<file path="config.mk">
export PLATFORM = sky130hd
export DESIGN_NAME = sdram_cmd_issuer
export DESIGN_NICKNAME = d
export VERILOG_FILES = /design/src/rtl/sdram_cmd_pkg.sv /design/src/rtl/sdram_cmd_decode.sv /design/src/rtl/sdram_grant_ctrl.sv /design/src/rtl/sdram_pin_drive.sv /design/src/rtl/sdram_cmd_issuer.sv
export SDC_FILE = /design/constraint.sdc
export NUM_CORES = 1
export LEC_CHECK = 0
export CAP_MARGIN = 20
export CORE_MARGIN = 4
export CORE_UTILIZATION = 26
export CTS_CLUSTER_SIZE = 30
export DETAILED_ROUTE_END_ITERATION = 10
export GPL_ROUTABILITY_DRIVEN = 0
export HOLD_SLACK_MARGIN = 0.03
export PLACE_DENSITY = 0.63
export SETUP_SLACK_MARGIN = 0.15
export SYNTH_ARGS = -nofsm -noshare
export SYNTH_HDL_FRONTEND = slang
export SYNTH_SLANG_ARGS = --single-unit
</file>
<file path="constraint.sdc">
create_clock -name clk -period 2.15 [get_ports clk]
set_input_delay 0.43 -clock clk [delete_from_list [all_inputs] [get_ports clk]]
set_output_delay 0.43 -clock clk [all_outputs]
set_load 0.02 [all_outputs]
</file>
<file path="src/rtl/sdram_cmd_pkg.sv">
package sdram_cmd_pkg;

  typedef enum logic [3:0] {
    OP_NOP  = 4'd0,
    OP_ACT  = 4'd1,
    OP_RD   = 4'd2,
    OP_RDA  = 4'd3,
    OP_WR   = 4'd4,
    OP_WRA  = 4'd5,
    OP_PRE  = 4'd6,
    OP_PALL = 4'd7,
    OP_REF  = 4'd8,
    OP_SREF = 4'd9,
    OP_MRS  = 4'd10
  } op_e;

  // How bit 10 of the address pins is formed.
  typedef enum logic [1:0] {
    AP_PASS = 2'd0,
    AP_SET  = 2'd1,
    AP_CLR  = 2'd2,
    AP_ZERO = 2'd3
  } ap_e;

  typedef struct packed {
    logic ras_n;
    logic cas_n;
    logic we_n;
    logic uses_bus;
    logic is_write;
    ap_e  ap;
  } cmd_attr_t;

endpackage

</file>
<file path="src/rtl/sdram_cmd_decode.sv">
module sdram_cmd_decode
  import sdram_cmd_pkg::*;
(
  input  logic [3:0] op_i,
  output cmd_attr_t  attr_o
);

  always_comb begin
    attr_o = '{ras_n: 1'b1, cas_n: 1'b1, we_n: 1'b1,
               uses_bus: 1'b0, is_write: 1'b0, ap: AP_ZERO};
    case (op_i)
      OP_ACT:  attr_o = '{1'b0, 1'b1, 1'b1, 1'b1, 1'b0, AP_PASS};
      OP_RD:   attr_o = '{1'b1, 1'b0, 1'b1, 1'b1, 1'b0, AP_CLR};
      OP_RDA:  attr_o = '{1'b1, 1'b0, 1'b1, 1'b1, 1'b0, AP_SET};
      OP_WR:   attr_o = '{1'b1, 1'b0, 1'b0, 1'b1, 1'b1, AP_CLR};
      OP_WRA:  attr_o = '{1'b1, 1'b0, 1'b0, 1'b1, 1'b1, AP_SET};
      OP_PRE:  attr_o = '{1'b0, 1'b1, 1'b0, 1'b1, 1'b0, AP_CLR};
      OP_PALL: attr_o = '{1'b0, 1'b1, 1'b0, 1'b1, 1'b0, AP_SET};
      OP_REF:  attr_o = '{1'b0, 1'b0, 1'b1, 1'b0, 1'b0, AP_ZERO};
      OP_SREF: attr_o = '{1'b0, 1'b0, 1'b1, 1'b0, 1'b0, AP_ZERO};
      OP_MRS:  attr_o = '{1'b0, 1'b0, 1'b0, 1'b1, 1'b0, AP_PASS};
      default: ; // no-op and undefined codes
    endcase
  end

endmodule

</file>
<file path="src/rtl/sdram_grant_ctrl.sv">
module sdram_grant_ctrl #(
  parameter int PAYLOAD_W = 8
) (
  input  logic                 clk,
  input  logic                 rst,
  input  logic                 cmd_valid_i,
  input  logic [PAYLOAD_W-1:0] payload_i,
  output logic                 cmd_ready_o,
  output logic [PAYLOAD_W-1:0] pend_payload_o,
  input  logic                 pend_bus_i,
  input  logic                 ctl_gnt_i,
  input  logic                 bus_gnt_i,
  output logic                 fire_o,
  output logic                 ctl_req_o,
  output logic                 bus_req_o
);

  logic                 pend_q;
  logic                 issue_q;
  logic                 issue_bus_q;
  logic [PAYLOAD_W-1:0] payload_q;
  logic                 fire;

  // Addressed commands look only at the bus grant; the rest at the control grant.
  assign fire = pend_q && (pend_bus_i ? bus_gnt_i : ctl_gnt_i);

  always_ff @(posedge clk) begin
    if (rst) begin
      pend_q      <= 1'b0;
      issue_q     <= 1'b0;
      issue_bus_q <= 1'b0;
      payload_q   <= '0;
    end else begin
      issue_q     <= fire;
      issue_bus_q <= fire && pend_bus_i;
      if (fire) begin
        pend_q <= 1'b0;
      end else if (!pend_q && cmd_valid_i) begin
        pend_q    <= 1'b1;
        payload_q <= payload_i;
      end
    end
  end

  assign cmd_ready_o    = !pend_q;
  assign pend_payload_o = payload_q;
  assign fire_o         = fire;
  assign ctl_req_o      = pend_q || issue_q;
  assign bus_req_o      = (pend_q && pend_bus_i) || (issue_q && issue_bus_q);

  assert_hold_pending_R2: assert property (@(posedge clk) disable iff (rst)
    (pend_q && !fire) |=> (pend_q && $stable(payload_q)));

  assert_bus_issue_on_gnt_R4: assert property (@(posedge clk) disable iff (rst)
    (issue_q && issue_bus_q) |-> $past(bus_gnt_i));

  assert_ctl_issue_on_gnt_R5: assert property (@(posedge clk) disable iff (rst)
    (issue_q && !issue_bus_q) |-> $past(ctl_gnt_i));

endmodule

</file>
<file path="src/rtl/sdram_pin_drive.sv">
module sdram_pin_drive
  import sdram_cmd_pkg::*;
#(
  parameter int CS_N   = 4,
  parameter int BANK_W = 2,
  parameter int ADDR_W = 15,
  parameter int DATA_W = 32,
  parameter int MASK_W = 4,
  parameter int CKE_W  = 4,
  parameter int AP_BIT = 10,
  localparam int CS_IDX_W = (CS_N > 1) ? $clog2(CS_N) : 1,
  localparam int ROW_W    = ADDR_W - BANK_W
) (
  input  logic                clk,
  input  logic                rst,
  input  logic                fire_i,
  input  cmd_attr_t           attr_i,
  input  logic [CS_IDX_W-1:0] cs_idx_i,
  input  logic [BANK_W-1:0]   bank_i,
  input  logic [ROW_W-1:0]    addr_i,
  input  logic [DATA_W-1:0]   wdata_i,
  input  logic [CKE_W-1:0]    cke_i,
  input  logic [MASK_W-1:0]   dqm_i,
  output logic [CKE_W-1:0]    cke_o,
  output logic [MASK_W-1:0]   dqm_o,
  output logic [CS_N-1:0]     cs_n_o,
  output logic                ras_n_o,
  output logic                cas_n_o,
  output logic                we_n_o,
  output logic [ADDR_W-1:0]   addr_o,
  output logic [DATA_W-1:0]   dq_o,
  output logic                dq_oe_o
);

  logic [CS_N-1:0]   cs_sel;
  logic [ADDR_W-1:0] addr_fmt;

  for (genvar g = 0; g < CS_N; g++) begin : g_cs_sel
    assign cs_sel[g] = (cs_idx_i == CS_IDX_W'(g));
  end

  always_comb begin
    addr_fmt = {bank_i, addr_i};
    case (attr_i.ap)
      AP_SET:  addr_fmt[AP_BIT] = 1'b1;
      AP_CLR:  addr_fmt[AP_BIT] = 1'b0;
      AP_ZERO: addr_fmt = '0;
      default: ;
    endcase
  end

  // Group one: straight through a register, no handshake involved.
  always_ff @(posedge clk) begin
    if (rst) begin
      cke_o <= '0;
      dqm_o <= '1;
    end else begin
      cke_o <= cke_i;
      dqm_o <= dqm_i;
    end
  end

  // Groups two and three: command for one cycle on issue, idle levels otherwise.
  always_ff @(posedge clk) begin
    if (rst) begin
      cs_n_o  <= '1;
      ras_n_o <= 1'b1;
      cas_n_o <= 1'b1;
      we_n_o  <= 1'b1;
      addr_o  <= '0;
      dq_o    <= '0;
      dq_oe_o <= 1'b0;
    end else begin
      cs_n_o  <= fire_i ? ~cs_sel : '1;
      ras_n_o <= fire_i ? attr_i.ras_n : 1'b1;
      cas_n_o <= fire_i ? attr_i.cas_n : 1'b1;
      we_n_o  <= fire_i ? attr_i.we_n  : 1'b1;
      addr_o  <= fire_i ? addr_fmt : '0;
      dq_oe_o <= fire_i && attr_i.is_write;
      dq_o    <= (fire_i && attr_i.is_write) ? wdata_i : '0;
    end
  end

  assert_oe_with_write_strobes_R10: assert property (@(posedge clk) disable iff (rst)
    dq_oe_o |-> (!we_n_o && !cas_n_o && ras_n_o));

  assert_single_chip_select_R9: assert property (@(posedge clk) disable iff (rst)
    $countones(~cs_n_o) <= 1);

endmodule

</file>
<file path="src/rtl/sdram_cmd_issuer.sv">
module sdram_cmd_issuer
  import sdram_cmd_pkg::*;
#(
  parameter int CS_N   = 4,
  parameter int BANK_W = 2,
  parameter int ADDR_W = 15,
  parameter int DATA_W = 32,
  parameter int MASK_W = 4,
  parameter int CKE_W  = 4,
  parameter int AP_BIT = 10
) (
  input  logic                                      clk,
  input  logic                                      rst,
  input  logic                                      cmd_valid,
  input  logic [3:0]                                cmd_op,
  input  logic [((CS_N > 1) ? $clog2(CS_N) : 1)-1:0] cmd_cs,
  input  logic [BANK_W-1:0]                         cmd_bank,
  input  logic [ADDR_W-BANK_W-1:0]                  cmd_addr,
  input  logic [DATA_W-1:0]                         cmd_wdata,
  output logic                                      cmd_ready,
  input  logic [CKE_W-1:0]                          cke_in,
  input  logic [MASK_W-1:0]                         dqm_in,
  output logic                                      ctl_req,
  input  logic                                      ctl_gnt,
  output logic                                      bus_req,
  input  logic                                      bus_gnt,
  output logic                                      mem_clk_o,
  output logic [CKE_W-1:0]                          cke_o,
  output logic [MASK_W-1:0]                         dqm_o,
  output logic [CS_N-1:0]                           cs_n,
  output logic                                      ras_n,
  output logic                                      cas_n,
  output logic                                      we_n,
  output logic [ADDR_W-1:0]                         addr_o,
  output logic [DATA_W-1:0]                         dq_o,
  output logic                                      dq_oe
);

  localparam int CS_IDX_W  = (CS_N > 1) ? $clog2(CS_N) : 1;
  localparam int ROW_W     = ADDR_W - BANK_W;
  localparam int PAYLOAD_W = 4 + CS_IDX_W + BANK_W + ROW_W + DATA_W;

  logic [PAYLOAD_W-1:0] pend_payload;
  logic [3:0]           pend_op;
  logic [CS_IDX_W-1:0]  pend_cs;
  logic [BANK_W-1:0]    pend_bank;
  logic [ROW_W-1:0]     pend_addr;
  logic [DATA_W-1:0]    pend_wdata;
  cmd_attr_t            pend_attr;
  logic                 fire;

  assign {pend_op, pend_cs, pend_bank, pend_addr, pend_wdata} = pend_payload;
  assign mem_clk_o = clk;

  sdram_cmd_decode u_decode (
    .op_i   (pend_op),
    .attr_o (pend_attr)
  );

  sdram_grant_ctrl #(.PAYLOAD_W(PAYLOAD_W)) u_grant (
    .clk            (clk),
    .rst            (rst),
    .cmd_valid_i    (cmd_valid),
    .payload_i      ({cmd_op, cmd_cs, cmd_bank, cmd_addr, cmd_wdata}),
    .cmd_ready_o    (cmd_ready),
    .pend_payload_o (pend_payload),
    .pend_bus_i     (pend_attr.uses_bus),
    .ctl_gnt_i      (ctl_gnt),
    .bus_gnt_i      (bus_gnt),
    .fire_o         (fire),
    .ctl_req_o      (ctl_req),
    .bus_req_o      (bus_req)
  );

  sdram_pin_drive #(
    .CS_N(CS_N), .BANK_W(BANK_W), .ADDR_W(ADDR_W), .DATA_W(DATA_W),
    .MASK_W(MASK_W), .CKE_W(CKE_W), .AP_BIT(AP_BIT)
  ) u_pins (
    .clk      (clk),
    .rst      (rst),
    .fire_i   (fire),
    .attr_i   (pend_attr),
    .cs_idx_i (pend_cs),
    .bank_i   (pend_bank),
    .addr_i   (pend_addr),
    .wdata_i  (pend_wdata),
    .cke_i    (cke_in),
    .dqm_i    (dqm_in),
    .cke_o    (cke_o),
    .dqm_o    (dqm_o),
    .cs_n_o   (cs_n),
    .ras_n_o  (ras_n),
    .cas_n_o  (cas_n),
    .we_n_o   (we_n),
    .addr_o   (addr_o),
    .dq_o     (dq_o),
    .dq_oe_o  (dq_oe)
  );

  assert_cs_under_ctl_req_R3: assert property (@(posedge clk) disable iff (rst)
    (cs_n != '1) |-> ctl_req);

  assert_data_under_bus_req_R10: assert property (@(posedge clk) disable iff (rst)
    dq_oe |-> bus_req);

  assert_addr_under_bus_req_R8: assert property (@(posedge clk) disable iff (rst)
    (addr_o != '0) |-> bus_req);

  assert_bus_implies_ctl_R3: assert property (@(posedge clk) disable iff (rst)
    bus_req |-> ctl_req);

endmodule

</file>
### Word level (Yosys, flattened, before mapping)

Cells that the tools add are included.

| storage, ports and cells | value |
|---|---|
| bits in registers | 119 |
| input bits | 66 |

| operators by class | value |
|---|---|
| equal/unequal tests | 16 |
| muxes and demuxes | 3 |
| bitwise operators | 3 |
| reduce and logical (&&, ||, !) cells | 17 |

Operators by type and width:

| operator | count |
|---|---|
| 7-bit case mux with 9 select lines | 1 |
| 4-bit by 3-bit equality test with 1-bit output, second input constant | 4 |
| 4-bit equality test, second input constant | 3 |
| 2-bit OR reduction | 5 |
| 2-bit equality test, second input constant | 4 |
| 4-bit by 2-bit equality test with 1-bit output, second input constant | 2 |
| 1-bit logical AND | 6 |
| 2-bit by 1-bit equality test with 1-bit output, second input constant | 2 |
| 4-bit by 1-bit equality test with 1-bit output, second input constant | 1 |
| 4-bit NOT | 1 |
| 3-bit OR reduction | 1 |
| 2-bit logical NOT | 1 |
| 1-bit logical OR | 2 |
| 1-bit NOT | 2 |
| 1-bit case mux with 2 select lines | 1 |
| 2-bit AND reduction | 1 |
| 1-bit logical NOT | 1 |
| 1-bit two-way mux | 1 |

### Logic depth before layout (Yosys ltp)

Gate-level depths: netlist (run 1).

| depth | value |
|---|---|
| word-level depth | 8 |
| mapped depth | 5 |

### Hierarchy

From an unflattened synthesis (run 1), not the netlist that was laid out.

| unflattened totals | value |
|---|---|
| cell total of the unflattened synthesis | 407 |
| area, all modules | 3868.7 µm² |

By module, submodules not included:

| module | times used | cells an instance | area an instance (µm²) |
|---|---|---|---|
| sdram_grant_ctrl | 1 | 246 | 1978.1 |
| sdram_pin_drive | 1 | 137 | 1761.7 |
| sdram_cmd_decode | 1 | 23 | 121.4 |
| sdram_cmd_issuer | 1 | 1 | 7.5 |

==> results of run 1 <==
## logic make-up (layout without fill, tap and decap cells)
| logic type | count (synthesis) | count (layout) | synth area share |
|---|---|---|---|
| flip-flops | 119 | 119 | 0.608 |
| buffers and inverters | 39 | 190 | 0.0483 |
| AO/OA/AOI/OAI | 70 | 70 | 0.100 |
| AND/OR/NAND/NOR | 183 | 183 | 0.243 |
## through the flow
| step | total power (uW) | utilization | instances |
|---|---|---|---|
| floorplan | 2660 | - | 411 |
| CTS | 5810 | 0.414 | 741 |
| detailed placement | 2920 | 0.372 | 706 |
| global route | 5980 | 0.418 | 746 |
| global placement | 2910 | 0.372 | 706 |
| finish | 5730 | 0.418 | 746 |
## registers in the layout, summed over array words and instances (netlist names), 4 cells and up
name,count
u_pins.cs_n_o,4
u_pins.addr_o,15
u_pins.dqm_o,4
u_pins.cke_o,4
u_grant.pend_payload_o,53
u_pins.dq_o,32
## critical path, stage by stage (launching register included)
cell	delay, ps
dfxtp_1	330
or3_4	410
nand2_4	70
o21ai_2	50
buf_6	130
## cells in the final DEF (no fill, tap or decap), drive strengths merged, types with 2 or more instances in the layout
| cell type | n |
|---|---|
| nand4b | 2 |
| and4 | 32 |
| nor3 | 2 |
| nand2 | 108 |
| nor2b | 7 |
| buf | 22 |
| or2 | 5 |
| o21ai | 5 |
| clkdlybuf4s50 | 127 |
| dfxtp | 119 |
| clkbuf | 27 |
| a21oi | 57 |
| and3 | 14 |
| nor2 | 4 |
| clkinv | 7 |
| nand2b | 3 |
| inv | 4 |
## routing by layer
| layer | global-route usage | share of wire | vias to the layer above |
|---|---|---|---|
| met2 | 0.219 | 0.51 | 103 |
| met5 | 0 | 0 | - |
| met4 | 0.0623 | 0.019 | 0 |
| met3 | 0.0512 | 0.063 | 22 |
| met1 | 0.138 | 0.41 | 1525 |
| li1 | - | - | 1669 |
## synth_stat cells, types with 2 or more instances
library cell	n	share of area
nand4b_1	2	0.0045
nor2b_1	7	0.011
or2_2	5	0.0080
nor3_1	2	0.0026
nand2b_1	3	0.0048
a21oi_1	57	0.073
dfxtp_1	119	0.61
and3_1	14	0.022
nand2_1	108	0.10
clkbuf_1	28	0.027
nor2_1	4	0.0038
inv_1	4	0.0038
and4_1	32	0.072
buf_6	5	0.014
o21ai_0	4	0.0051
## power breakdown
group	switching, uW	leakage [uW]	internal [uW]
logic	255	0.00111	247
clock network	1010	0.000311	1880
registers	38.9	0.000971	2290
total	1310	0.00239	4420
## layout make-up
class                   count  area (um2)  area share
inverters                   4        15.0     0.00245
clock buffers              27         548      0.0896
flip-flops and latches    119        2390       0.391
well taps                 184         230      0.0376
multi-input cells         253        1380       0.225
repair buffers            150        1480       0.242
clock inverters             9        76.3      0.0125
## how the worst min path moves through the flow
stage | start | end | slack, ps | cells past startpoint
global route | rst | u_grant.pend_payload_o[50] | 320 | 2
global placement | u_grant.pend_payload_o[47] | u_pins.cs_n_o[3] | 420 | 1
detailed placement | u_grant.pend_payload_o[47] | u_pins.cs_n_o[3] | 430 | 1
finish | rst | u_grant.pend_payload_o[50] | 300 | 2
CTS | rst | u_grant.pend_payload_o[2] | 290 | 2
floorplan | u_grant.pend_payload_o[47] | u_pins.cs_n_o[3] | 400 | 1
## repair_timing
action | CTS | global route
buffers inserted | 0 | 5
pin swaps | 0 | 1
resized for setup | 10 | 15
gates cloned | 0 | 0
setup endpoints to repair | 4 | 3
hold endpoints to repair | 0 | 0
==> reports/qor.yml, run 1 <==
core-area_um2: 14600
wl_um: 10600
synthToLayoutAreaGrowth_pct: 56.2
postLayoutCellArea_um2: 6120
syn-cell-area_um2: 3920
path_max_fanout: 3
rows: 44
yosysUniqueCellTypes: 32
tns_ps: 0
r2r_slack_ps: 370
ir_drop_v: 0.000598
async_flop_share: 0
worstSetupEndpointType: "primary output"
ios: 133
reg2reg_depth: 5
synthFlopType: "dfxtp_1"
grt_util_all_layers: 0.128
clk_latency_ps: 530
cts_tree: "built"
finalMaxSlewViolations: 0
hold_violations: 0
cap_violations: 0
ys_warn_count: 0
cts-hold-fix-buffers: 0
wire_per_inst_um: 14.2
grt_pass1_wl_um: 16600
place_area_um2: 5440
dp_hpwl_um: 7470
clk_pin_slew_ps: 50
p_leak_uw: 0.00239
nNetsFinal: 615
worst_slew_margin_rel: 0.438
fin_hold_ws_ps: 303
fmax_mhz: 510
fin_crit_ps: 1960
crit_arrival_ps: 1530
avgSynthCellArea_um2: 9.53
nFillCells: 1406
grt.overflow.total: 0
drcViolationCount: 0
die-area_um2: 17100
drt-pass1-iter-count: 4
grt_pass1_vias: 3439
ant_nets: 0
worst_pin_slew_ps: 842
ys_seq_elements: 119
status: "finished clean"
synth_fp_nets: 477
die_y_um: 131
antenna_found_initial: 0
hp-class: "in2reg"
viasPerCell: 4.45
antennaDiodeCount: 0
synth-seq-area-share: 0.609
preCtsSetupSlack_ps: 137
required_ps: 1720
critPathLaunch: "u_grant.pend_payload_o[51]"
start_util: 0.267
drive_above_1_share: 0.123
crit_end: "bus_req"
reg2reg_to: "u_pins.cas_n_o"
syn_inst: 411
portBuffers: 132
period_share: 0.913
setup_ws_ps: 187
setup_violations: 0
power_density_nw_per_um2: 936
start_kind: "flip-flop"
drt-initial-drc-count: 99
grt_setup_unrepaired: "true"
r2r-start: "u_grant.pend_payload_o[51]"
fin_skew_ps: 12.7
critPathKind: "reg2out"
die_x_um: 131
num_vias: 3319
grt_max_degree: 39
synth_edf_count: 0
No activity file was read; power rests on OpenSTA's default activity.
==> inputs of run 2 (changes only) <==
TNS_END_PERCENT = 5   (was default)
==> run 2 against run 1 <==
- core utilization is 0.14 points higher
- power is 1.5% higher
- worst hold slack better by 7.0 ps
- cell count stayed put
- flip-flop and latch count stayed put
- largest cell class unchanged
- clock-buffer cell count stayed put
- via count is 0.60% lower
- design area is 0.33% higher
- highest routed layer unchanged
- critical path type unchanged
==> reports/qor.yml, run 2 (synthesis results as in run 1) <==
r2r-start: "u_grant.pend_payload_o[50]"  # was u_grant.pend_payload_o[51]
swShare: 0.228  # about the same
die_x_um: 131  # unchanged
viasPerCell: 4.42  # was 4.45
power_density_nw_per_um2: 947  # was 936 nW/um2
p_leak_uw: 0.00240  # was 0.00239 uW
period_share: 0.911  # was 0.913
critPathKind: "reg2out"  # unchanged
reg2reg_depth: 5  # unchanged
cp_cell_sequence: "or3_4, nand2_4, o21ai_2, buf_6"  # unchanged
antennaDiodeCount: 0  # unchanged
die-area_um2: 17100  # unchanged
crit_slowest_cell: "or3_4"  # unchanged
utilization: 0.419  # was 0.418
ant_nets: 0  # unchanged
drcViolationCount: 0  # unchanged
r2r_slack_ps: 370  # about the same
fin_crit_ps: 1960  # about the same
cpPeakStageDelay_ps: 380  # was 410 ps
worst_slew_margin_rel: 0.441  # was 0.438
grt_util_all_layers: 0.128  # about the same
path_delay_family: "simple AND/OR/NAND/NOR gates"  # unchanged
antenna_found_initial: 0  # unchanged
crit_arrival_ps: 1530  # about the same
final_common_cell: "clkdlybuf4s50_1"  # unchanged
multiInputGateArea_um2: 1380  # unchanged
fin_cells: 746  # unchanged
start_kind: "flip-flop"  # unchanged
wire_per_inst_um: 14.2  # about the same
path_max_fanout: 6  # was 3
drt-pass1-iter-count: 5  # was 4
crit_end: "bus_req"  # unchanged
grt_max_degree: 39  # unchanged
ir_drop_v: 0.000589  # was 0.000598 V
core-area_um2: 14600  # unchanged
dp_hpwl_um: 7470  # unchanged
clk_latency_ps: 530  # about the same
setup_violations: 0  # unchanged
drt-initial-drc-count: 106  # was 99
portBuffers: 132  # unchanged
p_clk_frac: 0.513  # was 0.506
ios: 133  # unchanged
finalMaxSlewViolations: 0  # unchanged
status: "finished clean"  # unchanged
worstSetupEndpointType: "primary output"  # unchanged
required_ps: 1720  # about the same
fin_skew_ps: 13.9  # was 12.7 ps
synthToLayoutAreaGrowth_pct: 56.8  # was 56.2%
grt_setup_unrepaired: "true"  # unchanged
num_vias: 3299  # was 3319
tns_ps: 0  # unchanged
hold_path_depth: 2  # unchanged
rows: 44  # unchanged
hold_violations: 0  # unchanged
grt_pass1_vias: 3441  # was 3439
nNetsFinal: 615  # unchanged
final_cell_mix: "clkdlybuf4s50_1 (127), dfxtp_1 (117), nand2_1 (107)"  # unchanged
seq_area_um2: 2390  # unchanged
fmax_mhz: 511  # was 510 MHz
fin_total_pwr_uw: 5810  # was 5730 uW
start_util: 0.267  # unchanged
p_int_uw: 4490  # was 4420 uW
cap_violations: 0  # unchanged
critPathLaunch: "u_grant.pend_payload_o[50]"  # was u_grant.pend_payload_o[51]
wl_um: 10600  # about the same
nFillCells: 1403  # was 1406
combPwrFrac: 0.086  # was 0.088
grt.overflow.total: 0  # unchanged
p_switching_uw: 1320  # was 1310 uW
largest_reg_flops: 53  # unchanged
dp.cells: 706  # unchanged
die_y_um: 131  # unchanged
worst_pin_slew_ps: 838  # was 842 ps
crit_buf_inv: 1  # unchanged
clk_pin_slew_ps: 50  # about the same
hp-class: "in2reg"  # unchanged
cp.depth: 4  # unchanged
drive_above_1_share: 0.123  # unchanged
reg2reg_to: "u_pins.cas_n_o"  # unchanged
p_seq_frac: 0.400  # was 0.406
grt_pass1_wl_um: 16600  # about the same
cts_tree: "built"  # unchanged
==> run 2: worst min-delay path by stage <==
stage          slack (ps)                       start                         end
6_report              310                         rst  u_grant.pend_payload_o[50]
5_1_grt               320                         rst  u_grant.pend_payload_o[50]
4_1_cts               290                         rst   u_grant.pend_payload_o[2]
3_5_place_dp          430  u_grant.pend_payload_o[47]            u_pins.cs_n_o[3]
3_3_place_gp          420  u_grant.pend_payload_o[47]            u_pins.cs_n_o[3]
2_1_floorplan         400  u_grant.pend_payload_o[47]            u_pins.cs_n_o[3]
==> run 2: stage by stage <==
step / worst slack (ps) / cell area, um2 / hold WS, ps
2_1_floorplan: 237 / 3920 / 404
3_3_place_gp: 137 / 5440 / 425
3_5_place_dp: 137 / 5440 / 434
4_1_cts: 54.0 / 6070 / 291
5_1_grt: 134 / 6140 / 321
6_report: 192 / 6140 / 310
==> run 2: layout make-up <==
class	instances	area share
Clock buffer	27	0.0926
Clock inverter	9	0.0124
Inverter	4	0.00245
Multi-Input combinational cell	253	0.224
Sequential cell	119	0.389
Tap cell	184	0.0375
Timing Repair Buffer	150	0.241
==> run 2: per-layer routing <==
layer,up-vias,wire length (um),GRT usage
met2,96,5340,0.219
met5,-,0,0
li1,1667,-,-
met3,22,667,0.0528
met4,0,196,0.0623
met1,1514,4360,0.138
==> run 2: worst register-to-register path, stage by stage (launching register included) <==
cell,delay (ps)
dfxtp_4,360
or3_4,380
buf_4,170
a311oi_4,320
buf_12,230
o2111ai_1,140
==> run 2: what timing repair did <==
| action | in CTS | in global routing |
|---|---|---|
| buffers inserted | 0 | 5 |
| pin swaps | 0 | 1 |
| hold buffers | 0 | 0 |
| endpoints found under the setup margin | 4 | 2 |
| gates resized for setup | 12 | 11 |
==> run 2: power groups by stage <==
stage / sequential [uW] / combinational [uW] / clock, uW
floorplan: 2380 / 229 / 54.3
global route: 2330 / 554 / 3170
global placement: 2370 / 480 / 62.5
CTS: 2330 / 489 / 3060
finish: 2330 / 502 / 2980
detailed placement: 2370 / 489 / 62.5
